### src/rtl/pfcm_pkg.sv
package pfcm_pkg;
  localparam logic [2:0] MODE_ASCEND  = 3'b010;
  localparam logic [2:0] MODE_DESCEND = 3'b011;

  typedef enum logic [1:0] {
    ST_WAIT = 2'd0,
    ST_READ = 2'd1,
    ST_DONE = 2'd2,
    ST_PARK = 2'd3
  } cfgState_t;

  typedef struct packed {
    logic loadAddr;  // load start address
    logic descend;   // address direction
    logic capture;   // take a word and step the address
    logic active;    // read phase, flash pins driven
  } ctrlStrobe_t;
endpackage

### src/rtl/pfcm_ctrl.sv
module pfcm_ctrl
  import pfcm_pkg::*;
#(
  parameter int CNT_W = 27
) (
  input  logic             clk,
  input  logic             progN,
  input  logic [2:0]       modePins,
  input  logic             initIn,
  input  logic             doneIn,
  input  logic [CNT_W-1:0] wordLimit,
  input  logic             crcValid,
  input  logic             crcOk,
  input  logic             slotFree,
  output ctrlStrobe_t      strobe,
  output logic             crcErr
);
  cfgState_t        state, stateNext;
  logic             descendQ;
  logic [CNT_W-1:0] wordCnt;
  logic             startNow, isUp, isDown, takeWord, lastWord;

  always_comb begin
    isUp     = (modePins == MODE_ASCEND);
    isDown   = (modePins == MODE_DESCEND);
    startNow = (state == ST_WAIT) && initIn;
    takeWord = (state == ST_READ) && !doneIn && slotFree;
    lastWord = (wordLimit != '0) && ((wordCnt + CNT_W'(1)) == wordLimit);

    stateNext = state;
    unique case (state)
      ST_WAIT: if (initIn) stateNext = (isUp || isDown) ? ST_READ : ST_PARK;
      ST_READ: if (doneIn || (takeWord && lastWord)) stateNext = ST_DONE;
      default: stateNext = state;
    endcase

    strobe.loadAddr = startNow && (isUp || isDown);
    strobe.descend  = startNow ? isDown : descendQ;
    strobe.capture  = takeWord;
    strobe.active   = (state == ST_READ);
  end

  always_ff @(posedge clk or negedge progN) begin
    if (!progN) begin
      state    <= ST_WAIT;
      descendQ <= 1'b0;
      wordCnt  <= '0;
      crcErr   <= 1'b0;
    end else begin
      state <= stateNext;
      if (strobe.loadAddr) begin
        descendQ <= isDown;
        wordCnt  <= '0;
      end else if (takeWord) begin
        wordCnt <= wordCnt + CNT_W'(1);
      end
      if ((state != ST_WAIT) && crcValid && !crcOk) crcErr <= 1'b1;
    end
  end
endmodule

### src/rtl/pfcm_datapath.sv
module pfcm_datapath
  import pfcm_pkg::*;
#(
  parameter int ADDR_W = 26,
  parameter int DATA_W = 16
) (
  input  logic              clk,
  input  logic              progN,
  input  ctrlStrobe_t       strobe,
  input  logic              wide16,
  input  logic [DATA_W-1:0] flashData,
  input  logic              outReady,
  output logic [ADDR_W-1:0] addr,
  output logic [DATA_W-1:0] outData,
  output logic              outValid,
  output logic              slotFree
);
  localparam int HALF_W = DATA_W / 2;

  logic [DATA_W-1:0] wordIn;

  always_comb begin
    slotFree = !outValid || outReady;
    wordIn   = wide16 ? flashData
                      : {{(DATA_W - HALF_W){1'b0}}, flashData[HALF_W-1:0]};
  end

  always_ff @(posedge clk or negedge progN) begin
    if (!progN) begin
      addr     <= '0;
      outData  <= '0;
      outValid <= 1'b0;
    end else begin
      if (strobe.loadAddr)
        addr <= strobe.descend ? {ADDR_W{1'b1}} : '0;
      else if (strobe.capture)
        addr <= strobe.descend ? addr - ADDR_W'(1) : addr + ADDR_W'(1);

      if (strobe.capture) begin
        outData  <= wordIn;
        outValid <= 1'b1;
      end else if (outReady) begin
        outValid <= 1'b0;
      end
    end
  end
endmodule

### src/rtl/pfcm_top.sv
module pfcm_top
  import pfcm_pkg::*;
#(
  parameter int ADDR_W = 26,
  parameter int DATA_W = 16,
  parameter int CNT_W  = ADDR_W + 1
) (
  input  logic              clk,
  input  logic              progN,
  input  logic [2:0]        modePins,
  input  logic              initIn,
  output logic              initDrvLow,
  input  logic              crcValid,
  input  logic              crcOk,
  input  logic              doneIn,
  input  logic [CNT_W-1:0]  wordLimit,
  input  logic              wide16,
  input  logic [DATA_W-1:0] flashData,
  output logic [ADDR_W-1:0] flashAddr,
  output logic              flashCeN,
  output logic              flashOeN,
  output logic              flashWeN,
  output logic              flashPinEn,
  output logic [DATA_W-1:0] outData,
  output logic              outValid,
  input  logic              outReady
);
  ctrlStrobe_t strobe;
  logic        slotFree;
  logic        crcErr;

  pfcm_ctrl #(.CNT_W(CNT_W)) u_ctrl (
    .clk(clk), .progN(progN), .modePins(modePins), .initIn(initIn),
    .doneIn(doneIn), .wordLimit(wordLimit), .crcValid(crcValid),
    .crcOk(crcOk), .slotFree(slotFree), .strobe(strobe), .crcErr(crcErr)
  );

  pfcm_datapath #(.ADDR_W(ADDR_W), .DATA_W(DATA_W)) u_data (
    .clk(clk), .progN(progN), .strobe(strobe), .wide16(wide16),
    .flashData(flashData), .outReady(outReady), .addr(flashAddr),
    .outData(outData), .outValid(outValid), .slotFree(slotFree)
  );

  assign flashPinEn = strobe.active;
  assign flashCeN   = !strobe.active;
  assign flashOeN   = !strobe.active;
  assign flashWeN   = 1'b1;
  assign initDrvLow = crcErr;
endmodule

### config.mk
export PLATFORM = sky130hd
export DESIGN_NAME = pfcm_top
export DESIGN_NICKNAME = d
export VERILOG_FILES = /design/src/rtl/pfcm_pkg.sv /design/src/rtl/pfcm_ctrl.sv /design/src/rtl/pfcm_datapath.sv /design/src/rtl/pfcm_top.sv
export SDC_FILE = /design/constraint.sdc
export NUM_CORES = 1
export LEC_CHECK = 0
export ABC_AREA = 0
export BUFFER_PORTS_ARGS = -buffer_cell sky130_fd_sc_hd__buf_2
export CAP_MARGIN = 30
export CORE_MARGIN = 2
export CORE_UTILIZATION = 40
export CTS_CLUSTER_DIAMETER = 40
export CTS_CLUSTER_SIZE = 12
export DETAILED_ROUTE_END_ITERATION = 6
export SLEW_MARGIN = 20
export SYNTH_ARGS = -nofsm -noshare
export SYNTH_HDL_FRONTEND = slang
export SYNTH_SLANG_ARGS = --single-unit
### constraint.sdc
create_clock -name clk -period 3.9 [get_ports clk]
set_input_delay 0.78 -clock clk [delete_from_list [all_inputs] [get_ports clk]]
set_output_delay 0.78 -clock clk [all_outputs]
set_load 0.1 [all_outputs]
[After elaboration in Yosys (flattened, before gate mapping)]
Cells that the tools add are included.
Cells by class
  mux-type cells: 14
  add/sub/neg operators: 3
  reductions and logical operators: 22
  eq/ne operators: 6
Operator list (number)
  26-bit 2-to-1 mux: 4
  27-bit 2-to-1 mux: 2
  27-bit by 1-bit adder with 27-bit output (second input constant): 1
  27-bit equality test: 1
  27-bit nonzero test: 1
  26-bit by 1-bit adder with 26-bit output (second input constant): 1
  26-bit by 1-bit subtractor with 26-bit output (second input constant): 1
  16-bit 2-to-1 mux: 1
  1-bit logical AND: 8
  2-bit nonzero test: 4
  3-bit by 2-bit equality test with 1-bit output (second input constant): 2
  2-bit 2-to-1 mux: 3
  1-bit logical NOT: 4
  2-bit case mux with 2 select lines: 1
  1-bit logical OR: 3
  1-bit 2-to-1 mux: 3
  3-bit AND reduction: 1
  2-bit by 1-bit equality test with 1-bit output (second input constant): 1
  2-bit logical NOT: 1
  2-bit by 1-bit != test with 1-bit output (second input constant): 1
  2-bit != test (second input constant): 1
Word-level totals
  register bits: 74
  output and inout port bits: 48
  input bits: 54
  word-level logic and storage cells: 52

[Depth between registers and ports, before layout]
  depth after elaboration: 7
  gate-level depth with buffers: 12
  mapped depth without buffers: 12

[Cells and area by module]
From an unflattened synthesis, not the netlist that was laid out.
Unflattened totals
  cell total of the unflattened synthesis: 686
  area total of the unflattened synthesis: 5803.1 um^2
Modules (own cells, without submodules)
  pfcm_datapath: seq. area each 1076.0 um^2, area an instance 3130.5 um^2, times used 1, cells each 353
  pfcm_ctrl: seq. area each 775.7 um^2, area an instance 2650.0 um^2, times used 1, cells each 329
  pfcm_top: seq. area each 0.0 um^2, area an instance 22.5 um^2, times used 1, cells each 4

[Worst setup path after synthesis]
Ideal clock, no wire load.
  kind: input-to-reg
  from: input port initIn
  to: register u_data.addr[25]
  stages: 12
  path slack: -421 ps
  arrival time: 4195 ps
  data required time: 3774 ps
  library setup time: 126 ps
  cells stage by stage: or3b_1 -> nor3_2 -> a21o_1 -> ha_1 -> and3_4 -> and2_4 -> a2111o_1 -> and3_1 -> o31a_1 -> o2111ai_2 -> o32ai_1 -> a221o_1
On the way
  longest elaborated chain between the ends: 5
  elaborated cells on any way between the ends: 8
  classes of those cells: mux (5); reduce/logical (3)
Ends and longest elaborated chain
  from (decl): line pfcm_top.sv:11  | input logic initIn,
  1-bit logical AND (*): line pfcm_ctrl.sv:26  | startNow = (state == ST_WAIT) && initIn;
  1-bit 2-to-1 mux: line pfcm_ctrl.sv:38  | strobe.descend = startNow ? isDown : descendQ;
  26-bit 2-to-1 mux: line pfcm_datapath.sv:37  | addr <= strobe.descend ? addr - ADDR_W'(1) : addr + ADDR_W'(1);
  26-bit 2-to-1 mux: line pfcm_datapath.sv:36  | else if (strobe.capture)
  26-bit 2-to-1 mux: line pfcm_datapath.sv:34  | if (strobe.loadAddr)
  to (signal assigned): line pfcm_datapath.sv:35  | addr <= strobe.descend ? {ADDR_W{1'b1}} : '0;
  to (signal assigned): line pfcm_datapath.sv:37
  to (decl): line pfcm_datapath.sv:13  | output logic [ADDR_W-1:0] addr,
Mark *: on every way between the ends. The rest lies on a longest branch, timed or not. The select of a mux whose other input is x is not followed.
A chain may end at the register's enable or synchronous reset.

[Worst setup path in the final report]
  from: input port initIn
  to: register u_data.addr[18]
Same word-level chain as after synthesis.

==> flow_summary.rst <==
.. list-table::
   :header-rows: 1

   * - Metric
     - Value
   * - RSZ-0062 raised after global routing
     - no
   * - Clk slew on worst S/H paths
     - about 0.06 ns
   * - Minimum setup slack after placement
     - -0.0923 ns
   * - Number of buffer cells added on primary ports
     - 100
   * - Adder and majority cell fraction of the synthesized area
     - 0.0611
   * - Max-slew violations
     - 0
   * - Final core utilization
     - 0.501
   * - Number of enable-type register cells in the synthesized netlist
     - 0
   * - Die area
     - about 15000 sq um
   * - Switching part of the total
     - 0.442
   * - Post-synth ARST share
     - 1.00
   * - Final Critical Period
     - roughly 3.6 ns
   * - Worst min path class
     - in2async
   * - Area share of and/or/nand/nor cells after synthesis
     - 0.225
   * - Leading cell type in the layout, fill and taps excluded
     - buf_2
   * - Count of final hold-check violations
     - 0
   * - Number of global-route vias before repair
     - 5241
   * - Cell with the biggest individual delay on the critical path
     - or3b_1
   * - Highest-count cells in the layout ignoring fill and taps
     - buf_2 (99), nand2_1 (77), dfrtp_1 (74), o21ai_0 (65), a21oi_1 (50)
   * - Vias after detailed routing
     - 5393
   * - Y dimension of the die
     - 121 microns
   * - Data arrival time at the worst-slack endpoint
     - 3.83 ns
   * - Mapped Nets
     - 729
   * - Setup tns final
     - 0 ns
   * - Count of yosys warnings during synthesis
     - 0
   * - Cells after synthesis
     - 649
   * - Parity-gate share of the synthesized area counting xor and xnor cells
     - 0.0772
   * - Headroom to the max-slew limit
     - 0.426
   * - Top cell by count, worst path
     - o21ai_0
   * - Mean post-synth cell area
     - 8.39 sq um
   * - DRC viols
     - 0
   * - Master cell of the clock root buffer
     - clkbuf_16
   * - Hold-fix buffer count after cts
     - 0
   * - Main flop type after synthesis
     - dfrtp_1
   * - Main combinational cell family by area after synthesis
     - compound AO/OA/AOI/OAI gates
   * - Cell chain of the critical path
     - buf_2 -> or3b_1 -> a21o_4 -> fa_1 -> a211oi_1 -> o21bai_1 -> a221o_1 -> a21oi_1 -> o21ai_0 -> a31oi_1 -> xor2_1 -> o21ai_0
   * - Number of design-rule violations left by the first detailed-router iteration
     - around 380
   * - Timing-limited maximum frequency
     - 0.276 GHz
   * - Crit. End Element
     - flip-flop
   * - Drt via density
     - between 5 and 6
   * - Area growth from synthesis to layout
     - 22.2%
   * - Detailed-route wire length per cell
     - 16.9 microns
   * - 1st-pass router iterations
     - 5
   * - Critical path class
     - in2reg
   * - Global-route wire length before repair
     - 26100 microns
   * - Worst Max-Slew Pin Slew
     - ~0.86 ns
   * - NumNets Final
     - 841
   * - Antenna violations before repair
     - 0
   * - Sequential share of the synthesized area
     - 0.340
   * - Share of post-route cells with drive strength above 1
     - 0.221
   * - Delay of the slowest cell on the worst path
     - 0.42 ns
   * - Diodes inserted
     - 0
   * - Seq pwr share
     - 0.311
   * - Setup slack after layout
     - 0.273 ns
   * - Starting density of the core
     - 0.410
   * - Type of origin of the critical path
     - input pin
   * - Detail Route Antenna Nets
     - 0
   * - Overflow left after global routing
     - 0
   * - Row cnt
     - 42
   * - I/O Pins
     - around 100
   * - Comb pwr share
     - 0.400
   * - Post-CTS Resized
     - 0
   * - Count of different cell masters after synthesis
     - 73
   * - Deepest clock path buffer count
     - 2
   * - Number of levels the H-tree was split into
     - 3
   * - # clock sinks
     - 74
   * - Ratio of final minimum period to clock period
     - 0.930
   * - Net switching power figure
     - about 1.4 mW
   * - Largest net degree at the start of global routing
     - 41
   * - Multiplexer area fraction after synthesis
     - 0.00758
   * - Clock insertion delay at the later pin of the skew report
     - 0.34 ns
   * - DP Area
     - 6320 sq um
   * - Complex-gate fraction of the synthesized area
     - 0.253
   * - CP top delay family
     - compound AO/OA/AOI/OAI gates
   * - Fin area
     - 6660 sq um
   * - Total track usage
     - 0.224
   * - Number of buffers and inverters on the critical path
     - 1
   * - Post-DP HPWL
     - 11600 microns
   * - Peak supply drop
     - 0.000348 V
   * - Core ar.
     - 13300 sq um
   * - Clock tree from TritonCTS
     - done
   * - Wire length reported by the detailed router
     - 15900 microns
   * - Clk pwr share
     - 0.289
   * - Number of setup buffers added after CTS
     - 0
   * - Power, Total
     - 3.21 mW
   * - Count of max-cap constraint violations
     - 0
   * - Power Internal
     - 1.79 mW
   * - Worst Skew
     - 0.00471 ns
   * - Crit Path Max Fanout
     - 11
   * - Number of CTS-inserted buffers
     - 9
   * - Netlist Area Pre-Place
     - 5450 sq um
   * - Power density over cell area
     - about 480 nW/um^2
   * - Global placement routability congestion
     - 0.891
   * - Critical Path RT
     - around 4.1 ns
   * - Chip width
     - 121 microns
   * - Flops & latches, synth
     - 74
   * - Run status
     - completed
   * - LEAKAGE
     - 3.18 nW
   * - Number of failing setup endpoints in the final timing report
     - 0
-- cell usage after synthesis, types with 12 or more instances --
library cell	count	area (sq um)
a21o_1	12	90.1
nand3_1	28	140
inv_1	13	48.8
xor2_1	17	149
o21ai_0	65	325
xnor2_1	31	272
clkbuf_1	20	75.1
dfrtp_1	74	1850
and3_1	14	87.6
ha_1	25	313
nor2_1	37	139
nand2_1	78	293
nor3_1	12	60.1
a21oi_1	50	250
o31ai_1	17	128
-- power groups by stage --
| stage | registers (mW) | clock network (mW) | logic, mW |
|---|---|---|---|
| floorplan | 1.55 | 0 | 0.420 |
| global placement | 1.00 | 0 | 1.26 |
| detailed placement | 1.01 | 0 | 1.28 |
| CTS | 0.996 | 0.952 | 1.29 |
| global route | 1.02 | 0.986 | 1.37 |
| finish | 0.999 | 0.927 | 1.29 |
-- through the flow --
step	instances	hold slack (ns)
finish	942	0.418
detailed placement	926	0.455
global route	942	0.449
floorplan	649	0.465
global placement	925	0.448
CTS	942	0.420
-- sequential cells by signal, summed over array words and instances, names as in the netlist --
register,cells
u_data.addr,26
u_ctrl.descendQ,1
u_data.outValid,1
u_data.outData,16
u_ctrl.wordCnt,27
u_ctrl.state,2
u_ctrl.crcErr,1
-- layer usage --
| layer | vias up | track usage | wire (microns) |
|---|---|---|---|
| met2 | 151 | 0.372 | 7720 |
| li1 | 2622 | - | - |
| met4 | 0 | 0.0661 | 250 |
| met5 | - | 0 | 0 |
| met3 | 18 | 0.0500 | 854 |
| met1 | 2602 | 0.291 | 7090 |
-- kinds of logic after synthesis --
logic type / Yosys count
mux: 4
simple gates: 236
compound gates: 214
other cells: 1
xor+xnor: 48
buf+inv: 46
flops: 74
fa+ha+maj: 26
-- final timing paths --
path,startpoint,endpoint,slack (ns),cells past startpoint
worst max-delay path,initIn,u_data.addr[18],0.27,12
worst min-delay path,progN,u_ctrl.wordCnt[25],0.42,1
worst max register to register,u_ctrl.state[0],u_data.addr[18],0.34,11
worst min register to register,u_data.outData[14],u_data.outData[14],0.46,2
max in group asynchronous,progN,u_data.outData[4],2.88,2
min in group clk,u_data.outData[14],u_data.outData[14],0.46,2
-- area by class of cell --
| class | count | area [sq um] |
|---|---|---|
| Tap cell | 176 | 220 |
| Multi-Input combinational cell | 529 | 3430 |
| Inverter | 13 | 48.8 |
| Sequential cell | 74 | 1850 |
| Timing Repair Buffer | 134 | 783 |
| Clock inverter | 7 | 101 |
| Clock buffer | 9 | 225 |
| Fill cell | 1310 | 6640 |
No activity file was read; power rests on OpenSTA's default activity.
